$ cat src/rtl/bsz_pkg.sv
package bsz_pkg;

  typedef logic [2:0] ord_t;
  typedef logic [2:0] size_code_t;
  typedef logic [1:0] port_code_t;

  // unit order to encoded size field (non-monotonic)
  function automatic size_code_t size_code_of(input ord_t ord);
    size_code_t c;
    case (ord)
      3'd0:    c = 3'd1;
      3'd1:    c = 3'd2;
      3'd2:    c = 3'd0;
      3'd4:    c = 3'd3;
      3'd5:    c = 3'd4;
      3'd6:    c = 3'd5;
      default: c = 3'd6;
    endcase
    return c;
  endfunction

  // bus width in bytes to port code, 0 for unsupported widths
  function automatic port_code_t port_code_of(input logic [3:0] bytes);
    port_code_t c;
    case (bytes)
      4'd1:    c = 2'd1;
      4'd2:    c = 2'd2;
      default: c = 2'd0;
    endcase
    return c;
  endfunction

  function automatic logic width_bad(input logic [3:0] bytes);
    return !(bytes == 4'd1 || bytes == 4'd2 || bytes == 4'd4);
  endfunction

endpackage

$ cat src/rtl/bsz_lowbit_find.sv
module bsz_lowbit_find #(
  parameter int SCAN_W = 8,
  localparam int IDX_W = (SCAN_W > 1) ? $clog2(SCAN_W) : 1
) (
  input  logic [SCAN_W-1:0] vec,
  output logic              found,
  output logic [IDX_W-1:0]  idx
);

  logic [SCAN_W:0]   seen_below;
  logic [SCAN_W-1:0] hit;

  assign seen_below[0] = 1'b0;

  generate
    for (genvar i = 0; i < SCAN_W; i++) begin : g_scan
      assign hit[i]          = vec[i] & ~seen_below[i];
      assign seen_below[i+1] = seen_below[i] | vec[i];
    end
  endgenerate

  assign found = seen_below[SCAN_W];

  always_comb begin
    idx = '0;
    for (int i = 0; i < SCAN_W; i++) begin
      if (hit[i]) idx = idx | IDX_W'(i);
    end
  end

endmodule

$ cat src/rtl/bsz_code_map.sv
module bsz_code_map
  import bsz_pkg::*;
#(
  parameter int MAX_ORDER = 7,
  parameter int WID_W     = 4
) (
  input  logic             found,
  input  ord_t             raw_idx,
  input  logic [WID_W-1:0] bus_bytes,
  output ord_t             ord,
  output size_code_t       size_code,
  output port_code_t       port_code,
  output logic             width_err
);

  localparam ord_t MAX_ORD_V = ord_t'(MAX_ORDER);

  ord_t cand;
  logic [3:0] bytes4;

  assign cand   = found ? raw_idx : MAX_ORD_V;
  assign bytes4 = 4'(bus_bytes);

  always_comb begin
    if (cand == 3'd3)           ord = 3'd2;
    else if (cand > MAX_ORD_V)  ord = MAX_ORD_V;
    else                        ord = cand;
  end

  assign size_code = size_code_of(ord);
  assign port_code = port_code_of(bytes4);
  assign width_err = width_bad(bytes4);

endmodule

$ cat src/rtl/burst_size_sel.sv
module burst_size_sel
  import bsz_pkg::*;
#(
  parameter int ADDR_W    = 32,
  parameter int LEN_W     = 24,
  parameter int WID_W     = 4,
  parameter int BURST_W   = 8,
  parameter int MAX_ORDER = 7
) (
  input  logic               clk,
  input  logic               rst_n,
  input  logic               in_valid,
  input  logic [ADDR_W-1:0]  addr,
  input  logic [LEN_W-1:0]   len,
  input  logic [WID_W-1:0]   bus_bytes,
  input  logic [BURST_W-1:0] max_burst,
  output logic               out_valid,
  output logic [2:0]         size_code,
  output logic [2:0]         order,
  output logic [1:0]         port_code,
  output logic [LEN_W-1:0]   unit_count,
  output logic               width_err
);

  localparam int PROD_W = WID_W + BURST_W;
  localparam int SCAN_W = MAX_ORDER + 1;
  localparam int IDX_W  = $clog2(SCAN_W);
  localparam ord_t MAX_ORD_V = ord_t'(MAX_ORDER);

  // internal events named for the assertions
  logic [PROD_W-1:0] burst_bytes;
  logic [SCAN_W-1:0] scan_vec;
  logic              scan_found;
  logic [IDX_W-1:0]  scan_idx;
  ord_t              sel_ord;
  size_code_t        sel_size;
  port_code_t        sel_port;
  logic              sel_err;
  logic [LEN_W-1:0]  sel_count;

  assign burst_bytes = PROD_W'(bus_bytes) * PROD_W'(max_burst);
  // only bits up to MAX_ORDER matter: anything higher clamps anyway
  assign scan_vec = addr[SCAN_W-1:0] | len[SCAN_W-1:0] | burst_bytes[SCAN_W-1:0];

  bsz_lowbit_find #(.SCAN_W(SCAN_W)) u_find (
    .vec   (scan_vec),
    .found (scan_found),
    .idx   (scan_idx)
  );

  bsz_code_map #(.MAX_ORDER(MAX_ORDER), .WID_W(WID_W)) u_map (
    .found     (scan_found),
    .raw_idx   (ord_t'(scan_idx)),
    .bus_bytes (bus_bytes),
    .ord       (sel_ord),
    .size_code (sel_size),
    .port_code (sel_port),
    .width_err (sel_err)
  );

  assign sel_count = len >> sel_ord;

  always_ff @(posedge clk) begin
    if (!rst_n) begin
      out_valid  <= 1'b0;
      size_code  <= '0;
      order      <= '0;
      port_code  <= '0;
      unit_count <= '0;
      width_err  <= 1'b0;
    end else begin
      out_valid <= in_valid;
      if (in_valid) begin
        size_code  <= sel_size;
        order      <= sel_ord;
        port_code  <= sel_port;
        unit_count <= sel_count;
        width_err  <= sel_err;
      end
    end
  end

  assert_scan_hit_R1: assert property (@(posedge clk) disable iff (!rst_n)
    in_valid && scan_found |-> scan_vec[scan_idx]);

  assert_no_eight_byte_R2: assert property (@(posedge clk) disable iff (!rst_n)
    out_valid |-> order != 3'd3);

  assert_order_cap_R3: assert property (@(posedge clk) disable iff (!rst_n)
    out_valid |-> order <= MAX_ORD_V);

  assert_size_code_range_R4: assert property (@(posedge clk) disable iff (!rst_n)
    out_valid |-> size_code != 3'd7);

  assert_port_code_range_R5: assert property (@(posedge clk) disable iff (!rst_n)
    out_valid |-> port_code != 2'd3);

  assert_err_port_zero_R6: assert property (@(posedge clk) disable iff (!rst_n)
    out_valid && width_err |-> port_code == 2'd0);

  assert_valid_follows_R8: assert property (@(posedge clk) disable iff (!rst_n)
    in_valid |=> out_valid);

  assert_idle_hold_R8: assert property (@(posedge clk) disable iff (!rst_n)
    !in_valid |=> !out_valid && $stable(order) && $stable(unit_count) && $stable(size_code));

endmodule

$ cat config.mk
export PLATFORM = sky130hd
export DESIGN_NAME = burst_size_sel
export DESIGN_NICKNAME = d
export VERILOG_FILES = /design/src/rtl/bsz_pkg.sv /design/src/rtl/bsz_lowbit_find.sv /design/src/rtl/bsz_code_map.sv /design/src/rtl/burst_size_sel.sv
export SDC_FILE = /design/constraint.sdc
export NUM_CORES = 1
export LEC_CHECK = 0
export ABC_CLOCK_PERIOD_IN_PS = 4600
export CAP_MARGIN = 30
export CELL_PAD_IN_SITES_DETAIL_PLACEMENT = 2
export CELL_PAD_IN_SITES_GLOBAL_PLACEMENT = 2
export CORE_ASPECT_RATIO = 0.7
export CORE_MARGIN = 2
export CORE_UTILIZATION = 32
export DETAILED_ROUTE_END_ITERATION = 16
export DONT_BUFFER_PORTS = 1
export PLACE_DENSITY_LB_ADDON = 0.1
export SETUP_SLACK_MARGIN = 0.05
export SLEW_MARGIN = 20
export SYNTH_ARGS = -nofsm -noshare
export SYNTH_HDL_FRONTEND = slang
export SYNTH_SLANG_ARGS = --single-unit
$ cat constraint.sdc
create_clock -name clk -period 4.6 [get_ports clk]
set_input_delay 1.15 -clock clk [delete_from_list [all_inputs] [get_ports clk]]
set_output_delay 1.15 -clock clk [all_outputs]
set_load 0.01 [all_outputs]
==> metrics.yaml, run 1 <==
clock_tree:
  cts_made_buffers: 5
  cts_tree: "yes"
  cts_buffer_depth: 2
  cts_htree_levels: 2
  cts-resized-gates: 0
  cts_root_buffer: "clkbuf_16"
  postCtsSetupRepairBufs: 0
  clkTransAtPathRegs_ns: 0.06
  insertion_delay_ns: 0.28
  cts.sinks: 34
  postCtsHoldBufs: 0
place:
  routabilityCongestion: 0.806
  place_ws_ns: -0.105
  place_inst: 465
  portBuffers: 0
  dp_hpwl_mm: 8.01
drt:
  vias: 2804
  detail-route-antenna-nets: 0
  drt_iter0_drc: 129
  routed_wl_mm: 10.8
  dr.pass1.iters: 4
  drcViolationCount: 0
  via_per_inst: 5.92
  routedWlPerCell_um: 22.8
die:
  coreArea_um2: 8550
  die-area_um2: 9700
  num_rows: 28
  io_pins: 105
  die_w_um: 117
  die_h_um: 83.0
  floorplan.initialDensity: 0.334
job:
  maxCapViolCount: 0
synth:
  yosys_warnings: 0
  synth_ff_type: "dfxtp_1"
  synth_edf_count: 0
  avgSynthCellArea_um2: 8.27
  synth_seq_cells: 34
  syn_nets: 433
  synth_cells: 345
  netlist_area_um2: 2850
  async_flop_share: 0
  seq_area_frac_synth: 0.238
  yosysUniqueCellTypes: 52
setup_path:
  arrival_ns: 4.57
  r2r_end: "unit_count[3]"
  crit_fanout: 11
  crit_path_end_kind: "flop"
  crit_required_ns: 4.78
  timing.rr.start: "unit_count[3]"
  ff2ff_path_depth: 3
  r2r_slack_ns: 3.77
  crit_type: "input pin to flop"
  cp-start-kind: "input pin"
sta:
  clock-skew-final_ns: 0
  rsz0062_at_grt: "false"
  period_share: 0.954
  worst_slack_ns: 0.213
  hold_violations: 0
  slew_viol_final: 0
  worstMarginPinSlew_ns: 0.702
  whs_ns: 0.526
  fin_crit_ns: 4.39
  slew_headroom: 0.529
  fmax_mhz: 228
  setup_viol: 0
worst_hold_path:
  min_path_cells: 2
  hold_class: "flop to flop"
  min_to: "port_code[0]"
  holdCritStartpoint: "port_code[0]"
power_and_ir_drop:
  ir_worst_vdd_uv: 126
  p_leak_nw: 1.32
  totalPowerFinal_mw: 1.02
  p_per_area_nw_per_um2: 302
cells_and_area:
  layoutNonFillerInstCount: 474
  areaGrowthSynthToFinish_pct: 18.0
  mostFrequentLayoutCells: "34 x dfxtp_1, 23 x o21ai_0, 21 x nand2_1, 21 x buf_4, 19 x and2_1"
  n_antenna_cell: 0
  layout_commonest_cell: "dfxtp_1"
  nNetsFinal: 441
  drive_gt1_frac: 0.138
global_route:
  track_usage: 0.226
  grt_pass1_wl_mm: 16.9
  overflow: 0
  first_global_vias: 2953
  grt_max_degree: 48
  antenna_found_initial: 0
outcome:
  status: "completed"
-- metal layers --
metal | GRT usage | vias to the layer above | part of all wire
li1 | - | 1315 | -
met1 | 0.328 | 1415 | 0.49
met2 | 0.334 | 68 | 0.43
met3 | 0.0686 | 6 | 0.070
met4 | 0.0353 | 0 | 0.0060
met5 | 0 | - | 0
-- registers in the layout, summed over array words and instances, names as in the netlist --
name / cells
unit_count: 24
order: 3
out_valid: 1
size_code: 3
width_err: 1
port_code: 2
-- cells by family (layout without fill, tap and decap cells) --
group                    Yosys count  count (layout)  synth area share
XOR/XNOR                           2               2           0.00614
flip-flops                        34              34             0.238
buffers and inverters             38              47            0.0627
adder cells (fa/ha/maj)           17              17            0.0982
AND/OR/NAND/NOR                   94              94             0.178
AO/OA/AOI/OAI                    146             146             0.368
multiplexers                      14              14            0.0491
-- power breakdown --
part / leakage, nW / total [mW] / switching, mW / internal, mW
sequential: 0.281 / 0.335 / 0.0209 / 0.314
combinational: 0.939 / 0.216 / 0.117 / 0.0992
clock: 0.0971 / 0.466 / 0.140 / 0.326
-- synthesized netlist by cell type (all sizes together), types with 10 or more instances --
cell type	n	share of area
dfxtp	34	0.24
o21ai	27	0.049
nand2	22	0.029
and2	20	0.044
clkbuf	18	0.024
a21oi	17	0.030
a31oi	15	0.038
nor2	15	0.025
o221ai	15	0.046
mux2i	14	0.049
inv	13	0.017
o21a	12	0.032
nand3	10	0.018
-- layout make-up --
| cell class | instances | area (µm²) |
|---|---|---|
| inverter | 13 | 48.8 |
| timing repair buffer | 26 | 263 |
| clock inverter | 2 | 60.1 |
| sequential | 34 | 681 |
| fill | 1015 | 5180 |
| multi-input combinational | 273 | 2030 |
| tap | 120 | 150 |
| clock buffer | 6 | 139 |
-- how the worst max path moves through the flow --
stage                            start             end  slack, ns  cells past startpoint
final                     max_burst[0]  unit_count[13]       0.21                     14
after global routing      max_burst[0]   unit_count[6]       0.06                     15
after CTS                 max_burst[0]  unit_count[13]       0.19                     14
after detailed placement  max_burst[0]  unit_count[13]      -0.10                     14
after global placement    max_burst[0]   unit_count[3]      -0.02                     14
after floorplan           bus_bytes[1]  unit_count[16]       0.05                     17
-- through the flow --
stage | area, µm² | TNS, ns | utilization
3_3_place_gp | 3130 | -0.0607 | 0.366
2_1_floorplan | 2880 | 0 | -
3_5_place_dp | 3130 | -0.912 | 0.366
5_1_grt | 3370 | 0 | 0.394
4_1_cts | 3330 | 0 | 0.389
6_report | 3370 | 0 | 0.394
-- worst max-delay path, stage by stage --
cell and delay (ns):
nand2_1 0.06, fa_1 0.55, inv_1 0.06, fa_1 0.52, inv_1 0.07, fa_2 0.52
nor3b_4 0.27, nand2_2 0.15, nor2_8 0.17, o21a_1 0.21, buf_12 0.16, mux2i_1 0.26
a21oi_1 0.16, o31a_1 0.26
Note: power is estimated with default switching activity, not from simulation.
==> run 2: changes to the inputs <==
Settings changed: ABC_CLOCK_PERIOD_IN_PS 4600 to unset, CORE_UTILIZATION 32 to 36, TNS_END_PERCENT set to 30.
Clock period 4.6 ns to 4.1 ns, I/O delays scaled along.
==> metrics.yaml, run 2 (synthesized netlist as in run 1, its figures left out) <==
setup_path:
  crit_type: "input pin to flop"  # unchanged
  crit_fanout: 6  # was 11
  crit_path_end_kind: "flop"  # unchanged
  cp-start-kind: "input pin"  # unchanged
  r2r_end: "unit_count[2]"  # was unit_count[3]
  critPathTopFamily: "adder cells"  # unchanged
  cp_slowest_stage_delay_ns: 0.54  # was 0.55 ns
  r2r_slack_ns: 3.14  # was 3.77 ns
  cp_slowest_cell: "fa_1"  # unchanged
  ff2ff_path_depth: 3  # unchanged
  timing.critical_path.cells: "nand2_8 > fa_1 > inv_1 > fa_1 > ha_1 > a211o_1 > a21oi_2 > o21ai_2 > buf_4 > o21ai_1 > buf_4 > mux2i_2 > a21oi_2 > o31a_1"  # was nand2_1 > fa_1 > inv_1 > fa_1 > inv_1 > fa_2 > nor3b_4 > nand2_2 > nor2_8 > o21a_1 > buf_12 > mux2i_1 > a21oi_1 > o31a_1
  arrival_ns: 4.44  # was 4.57 ns
  crit_required_ns: 4.28  # was 4.78 ns
  timing.rr.start: "unit_count[2]"  # was unit_count[3]
  worstPathBufferInverterCount: 3  # unchanged
sta:
  slew_headroom: 0.541  # was 0.529
  fin_crit_ns: 4.26
  clock-skew-final_ns: 0  # unchanged
  setup_viol: 20  # was 0
  period_share: 1.04
  fmax_mhz: 235
  worst_slack_ns: -0.160  # was 0.213 ns
  rsz0062_at_grt: "true"  # was false
  slew_viol_final: 0  # unchanged
  worstMarginPinSlew_ns: 0.683  # was 0.702 ns
  hold_violations: 0  # unchanged
cells_and_area:
  largest_register: "unit_count"  # unchanged
  nNetsFinal: 472  # was 441
  layout_commonest_cell: "buf_4"  # was dfxtp_1
  fin_util: 0.487  # was 0.394
  n_antenna_cell: 0  # unchanged
  largest_registers: "unit_count: 24 flops, order: 3 flops, size_code: 3 flops"  # unchanged
  largest_register_ffs: 24  # unchanged
  drive_gt1_frac: 0.313  # was 0.138
  areaGrowthSynthToFinish_pct: 32.5  # was 18.0%
  mostFrequentLayoutCells: "47 x buf_4, 34 x dfxtp_1, 21 x o21ai_0"  # was 34 x dfxtp_1, 23 x o21ai_0, 21 x nand2_1, 21 x buf_4, 19 x and2_1
clock_tree:
  postCtsHoldBufs: 0  # unchanged
  insertion_delay_ns: 0.29  # was 0.28 ns
  cts_root_buffer: "clkbuf_16"  # unchanged
  cts.sinks: 34  # unchanged
  clkTransAtPathRegs_ns: 0.05  # was 0.06 ns
  cts_htree_levels: 2  # unchanged
  cts_tree: "yes"  # unchanged
  cts_buffer_depth: 2  # unchanged
  cts_made_buffers: 5  # unchanged
drt:
  detail-route-antenna-nets: 0  # unchanged
  drcViolationCount: 0  # unchanged
  drt_iter0_drc: 191  # was 129
  dr.pass1.iters: 4  # unchanged
  via_per_inst: 6.46  # was 5.92
  routedWlPerCell_um: 27.3  # was 22.8 µm
  vias: 3133  # was 2804
  routed_wl_mm: 13.3  # was 10.8 mm
power_and_ir_drop:
  totalPowerFinal_mw: 1.05  # was 1.02 mW
  p_per_area_nw_per_um2: 278  # was 302 nW/µm²
  ir_worst_vdd_uv: 250  # was 126 µV
  p_leak_nw: 1.48  # was 1.32 nW
die:
  die-area_um2: 8670  # was 9700 µm²
  coreArea_um2: 7770  # was 8550 µm²
  num_rows: 27  # was 28
  floorplan.initialDensity: 0.367  # was 0.334
  die_h_um: 78.5  # was 83.0 µm
  die_w_um: 110  # was 117 µm
  io_pins: 105  # unchanged
worst_hold_path:
  hold_class: "flop to flop"  # unchanged
  min_path_cells: 2  # unchanged
  holdCritStartpoint: "port_code[0]"  # unchanged
  min_to: "port_code[0]"  # unchanged
global_route:
  met3_usage: 0.0780  # was 0.0686
  first_global_vias: 3266  # was 2953
  overflow: 0  # unchanged
  track_usage: 0.278  # was 0.226
  busiest_layer: "met2"  # unchanged
  met1_usage: 0.366  # was 0.328
  use_met2: 0.452  # was 0.334
  grt_pass1_wl_mm: 18.8  # was 16.9 mm
  antenna_found_initial: 0  # unchanged
  grt_max_degree: 48  # unchanged
outcome:
  violations: "setup timing"
  status: "finished with violations"  # was completed
place:
  dp_hpwl_mm: 8.33  # was 8.01 mm
  portBuffers: 0  # unchanged
  routabilityCongestion: 0.843  # was 0.806
job:
  maxCapViolCount: 0  # unchanged
[run 2: worst max path at each step]
stage / from / to / depth (start not counted)
after floorplan: bus_bytes[1] / unit_count[16] / 17
after global placement: max_burst[0] / unit_count[3] / 14
after CTS: bus_bytes[3] / unit_count[16] / 14
after global routing: bus_bytes[3] / unit_count[13] / 14
final: bus_bytes[3] / unit_count[13] / 14
after detailed placement: max_burst[0] / unit_count[7] / 14
[run 2: power by group]
group          total [mW]  leakage (nW)  internal [mW]  switching, mW
combinational       0.307          1.13          0.142          0.164
clock               0.369        0.0694          0.219          0.150
sequential          0.377         0.281          0.352         0.0249
total                1.05          1.48          0.714          0.339
[run 2: timing repair]
| item | 4_1_cts | 5_1_grt |
|---|---|---|
| pin swaps | 10 | 12 |
| endpoints found under the setup margin | 26 | 27 |
| gates cloned | 1 | 0 |
| gates resized for setup | 41 | 26 |
| setup buffers | 2 | 8 |
[run 2: worst reg2reg max path, delay by kind of cell (launching register included)]
| kind | cells | cell delay [ns] |
|---|---|---|
| AOI/OAI and AO/OA | 3 | 0.49 |
| DFF | 1 | 0.41 |
[run 2: area by class of cell]
| cell class | count | area (µm²) |
|---|---|---|
| repair buffers | 57 | 495 |
| clock buffers | 5 | 125 |
| well taps | 101 | 126 |
| clock inverters | 2 | 10.0 |
| flip-flops and latches | 34 | 681 |
| fillers | 820 | 3990 |
| inverters | 13 | 48.8 |
| multi-input cells | 273 | 2300 |
[run 2: stage by stage]
| stage | hold WS, ns | setup slack (ns) | cell area [µm²] | std cells | setup TNS [ns] |
|---|---|---|---|---|---|
| detailed placement | 0.552 | -0.515 | 3240 | 467 | -10.47 |
| global placement | 0.521 | -0.424 | 3240 | 467 | -7.99 |
| floorplan | 0.495 | -0.312 | 2900 | 345 | -3.73 |
| finish | 0.544 | -0.160 | 3780 | 485 | -1.33 |
| global route | 0.578 | -0.279 | 3780 | 485 | -4.42 |
| CTS | 0.559 | -0.0827 | 3610 | 477 | -0.782 |
[run 2: routing by layer]
metal  share of wire  vias to the layer above
met1            0.44                     1608
met4           0.022                        0
met2            0.47                      126
li1                -                     1375
met3           0.076                       24
met5               0                        -
